## src/rtl/irq_seq_pkg.sv

```systemverilog
package irq_seq_pkg;
  localparam int unsigned PS_W    = 32;
  localparam int unsigned LVL_W   = 4;
  localparam int unsigned CAUSE_W = 6;
  localparam int unsigned EXCM_BIT = 4;
  localparam int unsigned UM_BIT   = 5;

  localparam logic [PS_W-1:0] EXCM_MASK = PS_W'(1) << EXCM_BIT;
  localparam logic [CAUSE_W-1:0] CAUSE_ILLEGAL = 6'd0;
  localparam logic [CAUSE_W-1:0] CAUSE_L1      = 6'd4;

  typedef enum logic [2:0] {
    CMD_NOP   = 3'd0,
    CMD_TAKE  = 3'd1,
    CMD_RFE   = 3'd2,
    CMD_RFI   = 3'd3,
    CMD_RSIL  = 3'd4,
    CMD_WAITI = 3'd5,
    CMD_WRPS  = 3'd6
  } cmd_e;

  typedef enum logic [2:0] {
    K_NONE    = 3'd0,
    K_HIGH    = 3'd1,
    K_USER    = 3'd2,
    K_KERNEL  = 3'd3,
    K_DOUBLE  = 3'd4,
    K_RET     = 3'd5,
    K_ILLEGAL = 3'd6
  } kind_e;

  function automatic logic [PS_W-1:0] set_level(logic [PS_W-1:0] ps, logic [LVL_W-1:0] lvl);
    return {ps[PS_W-1:LVL_W], lvl};
  endfunction
endpackage

```

## src/rtl/irq_seq_gate.sv

```systemverilog
module irq_seq_gate
  import irq_seq_pkg::*;
#(
  parameter int unsigned N_LEVELS   = 6,
  parameter int unsigned EXCM_LEVEL = 3
) (
  input  logic [LVL_W-1:0] cur_level_i,
  input  logic             excm_i,
  input  logic [LVL_W-1:0] level_i,
  input  logic             ok_i,
  output logic             take_o
);
  localparam logic [LVL_W-1:0] XLVL = LVL_W'(EXCM_LEVEL);
  localparam logic [LVL_W-1:0] NLVL = LVL_W'(N_LEVELS);

  logic [LVL_W-1:0] eff;

  always_comb begin
    eff = cur_level_i;
    if (excm_i && (XLVL > cur_level_i)) eff = XLVL;
  end

  assign take_o = ok_i && (level_i > eff) && (level_i <= NLVL);
endmodule

```

## src/rtl/irq_seq_vec.sv

```systemverilog
module irq_seq_vec
  import irq_seq_pkg::*;
#(
  parameter int unsigned     XLEN          = 32,
  parameter int unsigned     N_LEVELS      = 6,
  parameter logic [XLEN-1:0] USER_VEC      = 'h340,
  parameter logic [XLEN-1:0] KERNEL_VEC    = 'h300,
  parameter logic [XLEN-1:0] DOUBLE_VEC    = 'h3c0,
  parameter logic [XLEN-1:0] HI_VEC_BASE   = 'h180,
  parameter logic [XLEN-1:0] HI_VEC_STRIDE = 'h40
) (
  input  logic [LVL_W-1:0] level_i,
  input  logic             excm_i,
  input  logic             um_i,
  output kind_e            kind_o,
  output logic [XLEN-1:0]  vec_o
);
  logic [XLEN-1:0] tab [2:N_LEVELS];
  logic [XLEN-1:0] hi_vec;

  for (genvar l = 2; l <= N_LEVELS; l++) begin : g_tab
    assign tab[l] = HI_VEC_BASE + XLEN'(l - 2) * HI_VEC_STRIDE;
  end

  always_comb begin
    hi_vec = tab[2];
    for (int l = 2; l <= N_LEVELS; l++) begin
      if (level_i == LVL_W'(l)) hi_vec = tab[l];
    end
  end

  always_comb begin
    if (level_i > LVL_W'(1)) begin
      kind_o = K_HIGH;
      vec_o  = hi_vec;
    end else if (excm_i) begin
      kind_o = K_DOUBLE;
      vec_o  = DOUBLE_VEC;
    end else if (um_i) begin
      kind_o = K_USER;
      vec_o  = USER_VEC;
    end else begin
      kind_o = K_KERNEL;
      vec_o  = KERNEL_VEC;
    end
  end
endmodule

```

## src/rtl/irq_seq_bank.sv

```systemverilog
module irq_seq_bank
  import irq_seq_pkg::*;
#(
  parameter int unsigned XLEN     = 32,
  parameter int unsigned N_LEVELS = 6,
  parameter bit          HAS_DEPC = 1'b1
) (
  input  logic                         clk_i,
  input  logic                         rst_ni,
  input  logic                         epc_we_i,
  input  logic [LVL_W-1:0]             epc_sel_i,
  input  logic [XLEN-1:0]              epc_d_i,
  input  logic                         eps_we_i,
  input  logic [LVL_W-1:0]             eps_sel_i,
  input  logic [PS_W-1:0]              eps_d_i,
  input  logic                         depc_we_i,
  input  logic [XLEN-1:0]              depc_d_i,
  input  logic [LVL_W-1:0]             rd_sel_i,
  output logic [XLEN-1:0]              rd_epc_o,
  output logic [PS_W-1:0]              rd_eps_o,
  output logic [XLEN-1:0]              epc1_o,
  output logic [N_LEVELS*XLEN-1:0]     epc_flat_o,
  output logic [(N_LEVELS-1)*PS_W-1:0] eps_flat_o,
  output logic [XLEN-1:0]              depc_o
);
  logic [XLEN-1:0] epc_q [1:N_LEVELS];
  logic [PS_W-1:0] eps_q [2:N_LEVELS];

  for (genvar l = 1; l <= N_LEVELS; l++) begin : g_epc
    always_ff @(posedge clk_i or negedge rst_ni) begin
      if (!rst_ni) epc_q[l] <= '0;
      else if (epc_we_i && epc_sel_i == LVL_W'(l)) epc_q[l] <= epc_d_i;
    end
    assign epc_flat_o[(l-1)*XLEN +: XLEN] = epc_q[l];


    epc_hold_chk: assert property (@(posedge clk_i) disable iff (!rst_ni)
      !(epc_we_i && epc_sel_i == LVL_W'(l)) |=> $stable(epc_q[l]));
  end

  for (genvar l = 2; l <= N_LEVELS; l++) begin : g_eps
    always_ff @(posedge clk_i or negedge rst_ni) begin
      if (!rst_ni) eps_q[l] <= '0;
      else if (eps_we_i && eps_sel_i == LVL_W'(l)) eps_q[l] <= eps_d_i;
    end
    assign eps_flat_o[(l-2)*PS_W +: PS_W] = eps_q[l];


    eps_hold_chk: assert property (@(posedge clk_i) disable iff (!rst_ni)
      !(eps_we_i && eps_sel_i == LVL_W'(l)) |=> $stable(eps_q[l]));
  end

  if (HAS_DEPC) begin : g_depc
    logic [XLEN-1:0] depc_q;
    always_ff @(posedge clk_i or negedge rst_ni) begin
      if (!rst_ni) depc_q <= '0;
      else if (depc_we_i) depc_q <= depc_d_i;
    end
    assign depc_o = depc_q;
  end else begin : g_no_depc
    assign depc_o = '0;
  end

  always_comb begin
    rd_epc_o = '0;
    rd_eps_o = '0;
    for (int l = 1; l <= N_LEVELS; l++) begin
      if (rd_sel_i == LVL_W'(l)) rd_epc_o = epc_q[l];
    end
    for (int l = 2; l <= N_LEVELS; l++) begin
      if (rd_sel_i == LVL_W'(l)) rd_eps_o = eps_q[l];
    end
  end

  assign epc1_o = epc_q[1];
endmodule

```

## src/rtl/irq_seq.sv

```systemverilog
module irq_seq
  import irq_seq_pkg::*;
#(
  parameter int unsigned     XLEN          = 32,
  parameter int unsigned     N_LEVELS      = 6,
  parameter int unsigned     EXCM_LEVEL    = 3,
  parameter bit              HAS_DEPC      = 1'b1,
  parameter bit              INT_OPT       = 1'b1,
  parameter logic [XLEN-1:0] USER_VEC      = 'h340,
  parameter logic [XLEN-1:0] KERNEL_VEC    = 'h300,
  parameter logic [XLEN-1:0] DOUBLE_VEC    = 'h3c0,
  parameter logic [XLEN-1:0] HI_VEC_BASE   = 'h180,
  parameter logic [XLEN-1:0] HI_VEC_STRIDE = 'h40
) (
  input  logic                         clk_i,
  input  logic                         rst_ni,
  input  logic [2:0]                   cmd_i,
  input  logic [3:0]                   imm_i,
  input  logic [XLEN-1:0]              pc_i,
  input  logic [XLEN-1:0]              next_pc_i,
  input  logic [31:0]                  ps_wdata_i,
  input  logic [3:0]                   pend_level_i,
  input  logic                         pend_ok_i,
  output logic                         redirect_o,
  output logic [XLEN-1:0]              pc_o,
  output logic [2:0]                   kind_o,
  output logic [31:0]                  ps_o,
  output logic [31:0]                  old_ps_o,
  output logic [5:0]                   cause_o,
  output logic [N_LEVELS*XLEN-1:0]     epc_o,
  output logic [(N_LEVELS-1)*32-1:0]   eps_o,
  output logic [XLEN-1:0]              depc_o,
  output logic                         halted_o
);
  localparam logic [PS_W-1:0]  PS_RST = INT_OPT ? 32'h1f : 32'h10;
  localparam logic [LVL_W-1:0] NLVL   = LVL_W'(N_LEVELS);

  cmd_e cmd;
  assign cmd = cmd_e'(cmd_i);

  logic [PS_W-1:0]    ps_q, ps_d, old_ps_q, old_ps_d;
  logic               halted_q, halted_d, red_q, red_d;
  logic [XLEN-1:0]    wake_q, wake_d, pc_q, pc_d;
  logic [CAUSE_W-1:0] cause_q, cause_d;
  kind_e              kind_q, kind_d;

  logic            take_ok, accept, rfi_ok;
  logic [XLEN-1:0] entry_pc, entry_vec;
  kind_e           entry_kind;

  logic                epc_we, eps_we, depc_we;
  logic [LVL_W-1:0]    epc_sel;
  logic [XLEN-1:0]     rd_epc, epc1;
  logic [PS_W-1:0]     rd_eps;

  irq_seq_gate #(.N_LEVELS(N_LEVELS), .EXCM_LEVEL(EXCM_LEVEL)) u_gate (
    .cur_level_i (ps_q[LVL_W-1:0]),
    .excm_i      (ps_q[EXCM_BIT]),
    .level_i     (pend_level_i),
    .ok_i        (pend_ok_i),
    .take_o      (take_ok)
  );

  irq_seq_vec #(
    .XLEN(XLEN), .N_LEVELS(N_LEVELS), .USER_VEC(USER_VEC), .KERNEL_VEC(KERNEL_VEC),
    .DOUBLE_VEC(DOUBLE_VEC), .HI_VEC_BASE(HI_VEC_BASE), .HI_VEC_STRIDE(HI_VEC_STRIDE)
  ) u_vec (
    .level_i (pend_level_i),
    .excm_i  (ps_q[EXCM_BIT]),
    .um_i    (ps_q[UM_BIT]),
    .kind_o  (entry_kind),
    .vec_o   (entry_vec)
  );

  irq_seq_bank #(.XLEN(XLEN), .N_LEVELS(N_LEVELS), .HAS_DEPC(HAS_DEPC)) u_bank (
    .clk_i      (clk_i),
    .rst_ni     (rst_ni),
    .epc_we_i   (epc_we),
    .epc_sel_i  (epc_sel),
    .epc_d_i    (entry_pc),
    .eps_we_i   (eps_we),
    .eps_sel_i  (pend_level_i),
    .eps_d_i    (ps_q),
    .depc_we_i  (depc_we),
    .depc_d_i   (entry_pc),
    .rd_sel_i   (imm_i),
    .rd_epc_o   (rd_epc),
    .rd_eps_o   (rd_eps),
    .epc1_o     (epc1),
    .epc_flat_o (epc_o),
    .eps_flat_o (eps_o),
    .depc_o     (depc_o)
  );

  // a halted core treats every cycle as a take request
  assign accept   = INT_OPT && take_ok && (halted_q || cmd == CMD_TAKE);
  assign entry_pc = halted_q ? wake_q : pc_i;
  assign rfi_ok   = (imm_i >= LVL_W'(2)) && (imm_i <= NLVL);

  always_comb begin
    ps_d     = ps_q;
    old_ps_d = old_ps_q;
    halted_d = halted_q;
    wake_d   = wake_q;
    cause_d  = cause_q;
    pc_d     = pc_q;
    red_d    = 1'b0;
    kind_d   = K_NONE;
    epc_we   = 1'b0;
    eps_we   = 1'b0;
    depc_we  = 1'b0;
    epc_sel  = pend_level_i;
    if (accept) begin
      halted_d = 1'b0;
      red_d    = 1'b1;
      pc_d     = entry_vec;
      kind_d   = entry_kind;
      if (pend_level_i > LVL_W'(1)) begin
        epc_we = 1'b1;
        eps_we = 1'b1;
        ps_d   = set_level(ps_q | EXCM_MASK, pend_level_i);
      end else begin
        epc_sel = LVL_W'(1);
        cause_d = CAUSE_L1;
        ps_d    = ps_q | EXCM_MASK;
        if (ps_q[EXCM_BIT] && HAS_DEPC) depc_we = 1'b1;
        else                            epc_we  = 1'b1;
      end
    end else if (!halted_q) begin
      unique case (cmd)
        CMD_RFE: begin
          ps_d   = ps_q & ~EXCM_MASK;
          pc_d   = epc1;
          red_d  = 1'b1;
          kind_d = K_RET;
        end
        CMD_RFI: begin
          if (rfi_ok) begin
            ps_d   = rd_eps;
            pc_d   = rd_epc;
            red_d  = 1'b1;
            kind_d = K_RET;
          end else begin
            cause_d = CAUSE_ILLEGAL;
            kind_d  = K_ILLEGAL;
          end
        end
        CMD_RSIL: begin
          old_ps_d = ps_q;
          ps_d     = set_level(ps_q, imm_i);
        end
        CMD_WAITI: begin
          old_ps_d = ps_q;
          ps_d     = set_level(ps_q, imm_i);
          halted_d = 1'b1;
          wake_d   = next_pc_i;
        end
        CMD_WRPS: ps_d = ps_wdata_i;
        default: ;
      endcase
    end
  end

  always_ff @(posedge clk_i or negedge rst_ni) begin
    if (!rst_ni) begin
      ps_q     <= PS_RST;
      old_ps_q <= '0;
      halted_q <= 1'b0;
      wake_q   <= '0;
      cause_q  <= '0;
      pc_q     <= '0;
      red_q    <= 1'b0;
      kind_q   <= K_NONE;
    end else begin
      ps_q     <= ps_d;
      old_ps_q <= old_ps_d;
      halted_q <= halted_d;
      wake_q   <= wake_d;
      cause_q  <= cause_d;
      pc_q     <= pc_d;
      red_q    <= red_d;
      kind_q   <= kind_d;
    end
  end

  assign ps_o       = ps_q;
  assign old_ps_o   = old_ps_q;
  assign halted_o   = halted_q;
  assign cause_o    = cause_q;
  assign pc_o       = pc_q;
  assign redirect_o = red_q;
  assign kind_o     = kind_q;


  reject_chk: assert property (@(posedge clk_i) disable iff (!rst_ni)
    (cmd == CMD_TAKE && !halted_q && !take_ok) |=> (!red_q && $stable(ps_q)));


  hi_entry_chk: assert property (@(posedge clk_i) disable iff (!rst_ni)
    (kind_q == K_HIGH) |-> (ps_q[EXCM_BIT] && ps_q[LVL_W-1:0] == $past(pend_level_i)));


  l1_cause_chk: assert property (@(posedge clk_i) disable iff (!rst_ni)
    (kind_q == K_USER || kind_q == K_KERNEL || kind_q == K_DOUBLE) |-> (ps_q[EXCM_BIT] && cause_q == CAUSE_L1));


  rfe_chk: assert property (@(posedge clk_i) disable iff (!rst_ni)
    (cmd == CMD_RFE && !halted_q) |=> (!ps_q[EXCM_BIT] && red_q && pc_q == $past(epc1)));


  rsil_chk: assert property (@(posedge clk_i) disable iff (!rst_ni)
    (cmd == CMD_RSIL && !halted_q) |=> (ps_q[LVL_W-1:0] == $past(imm_i) && old_ps_q == $past(ps_q)));


  halt_src_chk: assert property (@(posedge clk_i) disable iff (!rst_ni)
    $rose(halted_q) |-> ($past(cmd) == CMD_WAITI));
endmodule

```

## config.mk

```make
export PLATFORM = sky130hd
export DESIGN_NAME = irq_seq
export DESIGN_NICKNAME = d
export VERILOG_FILES = /design/src/rtl/irq_seq_pkg.sv /design/src/rtl/irq_seq_gate.sv /design/src/rtl/irq_seq_vec.sv /design/src/rtl/irq_seq_bank.sv /design/src/rtl/irq_seq.sv
export SDC_FILE = /design/constraint.sdc
export NUM_CORES = 1
export LEC_CHECK = 0
export ABC_AREA = 1
export ABC_CLOCK_PERIOD_IN_PS = 2820
export BUFFER_PORTS_ARGS = -buffer_cell sky130_fd_sc_hd__buf_2
export CORE_AREA = 2 2 232 234
export DETAILED_ROUTE_END_ITERATION = 6
export DIE_AREA = 0 0 234 236
export PLACE_DENSITY = 0.69
export SLEW_MARGIN = 10
export SYNTH_ARGS = -nofsm -noshare
export SYNTH_HDL_FRONTEND = slang
export SYNTH_SLANG_ARGS = --single-unit
```

## constraint.sdc

```tcl
create_clock -name clk_i -period 2.82 [get_ports clk_i]
set_input_delay 0 -clock clk_i [delete_from_list [all_inputs] [get_ports clk_i]]
set_output_delay 0 -clock clk_i [all_outputs]
set_load 0.03 [all_outputs]
```

==> flow_summary.json <==
{
  "ys.flop_type": "sky130_fd_sc_hd__dfrtp_1",
  "number_of_fillers_in_the_final_layout": 4797,
  "avgSynthCellArea_um2": 8.091,
  "clock.fmax_ghz": 0.3728,
  "clk_latency_ns": 0.63,
  "postPlaceCellArea_um2": 27620,
  "cellLeakagePower_nw": 15.82,
  "fp.coreArea_um2": 53070,
  "die_height_um": 236,
  "hold_viol_final": 2,
  "clock_path_buffers": 3,
  "drc_errors": 0,
  "crit_path_max_fanout": 39,
  "grt_overflow": 0,
  "rr_endpoint": "u_bank.epc_flat_o[156]$_DFFE_PN0P_",
  "power.density_nw_per_um2": 1222,
  "grt_pass1_wl_mm": 135.6,
  "post-place-cells": 4111,
  "grt_setup_unrepaired": "true",
  "root_buffer": "sky130_fd_sc_hd__clkbuf_16",
  "via_per_inst": 5.319,
  "synthesis.instances": 2926,
  "grt_max_degree": 86,
  "hp-class": "primary input to asynchronous set/reset pin",
  "die_area_um2": 55220,
  "syn_to_final_growth_pct": 29.97,
  "syn-cell-area_um2": 23670,
  "synth_sequential_area_ratio": 0.5478,
  "endpoint": "u_bank.epc_flat_o[156]$_DFFE_PN0P_",
  "dieWidth_um": 234,
  "timing_worst_slew_pin_value_ns": 0.7274,
  "r2r_cells": 13,
  "cts_inserted_buffers": 56,
  "ctsHtreeMaxLevel": 2,
  "drt_pass1_iterations": 6,
  "timing.clock.skew_ns": 0.04307,
  "fraction_of_final_layout_cells_sized_beyond_drive_strength_1": 0.2230,
  "critical_path_required_ns": 3.28,
  "drt_iter0_drc": 2058,
  "tritoncts_clock_tree": "done",
  "vdd_drop_max_mv": 0.8948,
  "drv.max_cap_violation_count": 0,
  "row_count": 85,
  "first_global_vias": 21734,
  "cts_sinks": 518,
  "worst_path_arrival_ns": 3.14,
  "nNetsFinal": 3702,
  "number_of_synthesized_flops_with_an_enable_pin": 0,
  "stdcell_count": 4331,
  "synth-seq-cells": 518,
  "timing.final.max_slew_violations": 0,
  "route.final.wire_length_mm": 92.22,
  "grt_usage": 0.3263,
  "yosysWarningCount": 0,
  "setup.worst_path.start_class": "flop",
  "grt.met2_usage": 0.4869,
  "synth_cell_type_count": 32,
  "vias_after_detailed_routing": 23036,
  "clkTransAtPathRegs_ns": 0.06,
  "violations": "negative hold slack",
  "met1_usage": 0.4464,
  "layout.cell_area.non_filler_um2": 30770,
  "routedWlPerCell_um": 21.29,
  "rrSetupSlack_ns": 0.14,
  "fraction_of_the_cycle_the_final_worst_path_needs": 0.9511,
  "antenna_found_initial": 4,
  "detail-route-antenna-nets": 0,
  "status": "finished, violations left",
  "io-pin-count": 601,
  "postSynth.asyncResetShare": 1.000,
  "regToRegStartpoint": "ps_o[1]$_DFFE_PN1P_",
  "max-slew-margin-rel": 0.5151,
  "floorplan.initialDensity": 0.4461,
  "cp-end-kind": "flop",
  "grt_busiest_layer": "met2",
  "period_minus_slack_ns": 2.682,
  "global_route.usage.met3": 0.07012,
  "weighted_congestion_at_the_end_of_routability_driven_global_placement": 0.9275,
  "hold_ws_ns": -0.007905,
  "report.final.setup_viol": 0,
  "critical_path_type": "flop to flop",
  "io_buffers": 595,
  "critical_path.startpoint": "ps_o[1]$_DFFE_PN1P_",
  "dp_hpwl_mm": 61.79
}
## worst min-delay path by stage
| stage | depth (start not counted) | slack, ns | end | start |
|---|---|---|---|---|
| floorplan | 0 | -0.30 | cause_o[2]$_DFFE_PN0P_ | rst_ni |
| global placement | 1 | 0.06 | u_bank.eps_flat_o[151]$_DFFE_PN0P_ | rst_ni |
| detailed placement | 1 | 0.05 | u_bank.eps_flat_o[150]$_DFFE_PN0P_ | rst_ni |
| CTS | 2 | 0.007 | u_bank.eps_flat_o[150]$_DFFE_PN0P_ | rst_ni |
| global route | 2 | 0.05 | u_bank.eps_flat_o[150]$_DFFE_PN0P_ | rst_ni |
| finish | 2 | -0.008 | u_bank.eps_flat_o[150]$_DFFE_PN0P_ | rst_ni |
## flip-flops by register name, summed over array words and instances, names as in the netlist
register / cells
kind_o: 3
u_bank.epc_flat_o: 160
cause_o: 1
u_bank.epc1_o: 32
u_bank.eps_flat_o: 160
halted_o: 1
wake_q: 32
ps_o: 32
old_ps_o: 32
u_bank.depc_o: 32
pc_o: 32
redirect_o: 1
## layout make-up
class                      count  area [um^2]  share of cell area
clock buffer                  81         1647             0.05351
clock inverter                22        292.8            0.009515
sequential                   518        12970              0.4215
multi-input combinational   1892         8681              0.2821
tap                          696        870.8             0.02830
inverter                     345         1297             0.04217
antenna                        2        5.005           0.0001627
timing repair buffer         775         5006              0.1627
## critical path, stage by stage (launching register included)
cell and delay [ns]:
sky130_fd_sc_hd__dfstp_2 0.52, sky130_fd_sc_hd__inv_1 0.06, sky130_fd_sc_hd__o2111ai_2 0.22, sky130_fd_sc_hd__nand2_1 0.07
sky130_fd_sc_hd__inv_1 0.06, sky130_fd_sc_hd__ha_1 0.23, sky130_fd_sc_hd__nand2_1 0.07, sky130_fd_sc_hd__nor2_1 0.04
sky130_fd_sc_hd__nor2_2 0.16, sky130_fd_sc_hd__nand4_1 0.11, sky130_fd_sc_hd__buf_4 0.17, sky130_fd_sc_hd__nor2_4 0.25
sky130_fd_sc_hd__buf_6 0.41, sky130_fd_sc_hd__o21ai_0 0.15
## cell families (layout without fill, tap and decap cells)
logic type,after synthesis,in the layout,share of synthesized area
other cells,1,7,0.0001584
flops,518,518,0.5478
buf+inv,520,1223,0.08932
compound gates,718,718,0.1660
fa+ha+maj,4,4,0.002114
simple gates,1165,1165,0.1947
## Yosys cell counts, types with 5 or more instances
library cell / count / share of area
sky130_fd_sc_hd__o21ai_1: 29 / 0.0061
sky130_fd_sc_hd__nor2_4: 6 / 0.0029
sky130_fd_sc_hd__nand3_1: 30 / 0.0063
sky130_fd_sc_hd__inv_1: 340 / 0.054
sky130_fd_sc_hd__o22ai_1: 19 / 0.0050
sky130_fd_sc_hd__buf_2: 72 / 0.015
sky130_fd_sc_hd__nor2_1: 113 / 0.018
sky130_fd_sc_hd__a21oi_1: 30 / 0.0063
sky130_fd_sc_hd__or2_2: 11 / 0.0029
sky130_fd_sc_hd__o21a_1: 117 / 0.037
sky130_fd_sc_hd__dfstp_2: 5 / 0.0055
sky130_fd_sc_hd__buf_4: 19 / 0.0060
sky130_fd_sc_hd__nand2_1: 965 / 0.15
sky130_fd_sc_hd__nand3b_1: 10 / 0.0032
sky130_fd_sc_hd__dfrtp_1: 513 / 0.54
sky130_fd_sc_hd__clkbuf_1: 82 / 0.013
sky130_fd_sc_hd__o21ai_0: 517 / 0.11
sky130_fd_sc_hd__nand4_1: 23 / 0.0061
sky130_fd_sc_hd__inv_2: 5 / 0.00079
## routing by layer
layer  vias to the layer above  wire length, um
met5                         -               26
met2                      1356            40850
met1                     10845            36820
met4                         4             5457
li1                      10562                -
met3                       269             9067
## cells in the final DEF, fill, tap and decap left out, types with 29 or more instances in the layout
cell / instances
sky130_fd_sc_hd__nand2_1: 961
sky130_fd_sc_hd__nand3_1: 29
sky130_fd_sc_hd__inv_1: 337
sky130_fd_sc_hd__a21oi_1: 30
sky130_fd_sc_hd__dlygate4sd3_1: 106
sky130_fd_sc_hd__clkbuf_16: 60
sky130_fd_sc_hd__o21ai_1: 31
sky130_fd_sc_hd__buf_2: 594
sky130_fd_sc_hd__o21a_1: 117
sky130_fd_sc_hd__buf_4: 41
sky130_fd_sc_hd__dfrtp_1: 512
sky130_fd_sc_hd__nor2_1: 108
sky130_fd_sc_hd__o21ai_0: 515
## what timing repair did
item	CTS	global route
setup endpoints to repair	0	307
buffers inserted	0	6
hold endpoints to repair	664	0
gates resized for setup	0	10
hold buffers	107	0
## where the power goes
part	total (mW)	internal, mW	leakage [nW]	switching, mW
sequential	13.2	10.7	6.39	2.56
combinational	16.7	4.35	8.48	12.3
clock	7.68	4.53	0.943	3.15
## through the flow
stage	setup TNS, ns	hold slack [ns]	setup WS [ns]	total power [mW]	util
floorplan	0	-0.2956	0.3139	23.03	-
global placement	0	0.05571	0.1787	29.42	0.5205
detailed placement	0	0.05400	0.1341	29.62	0.5205
CTS	0	0.006869	0.09602	37.46	0.5772
global route	-0.01019	0.04538	-0.009357	39.39	0.5798
finish	0	-0.007905	0.1378	37.59	0.5798
(Power assumes the default switching activity.)
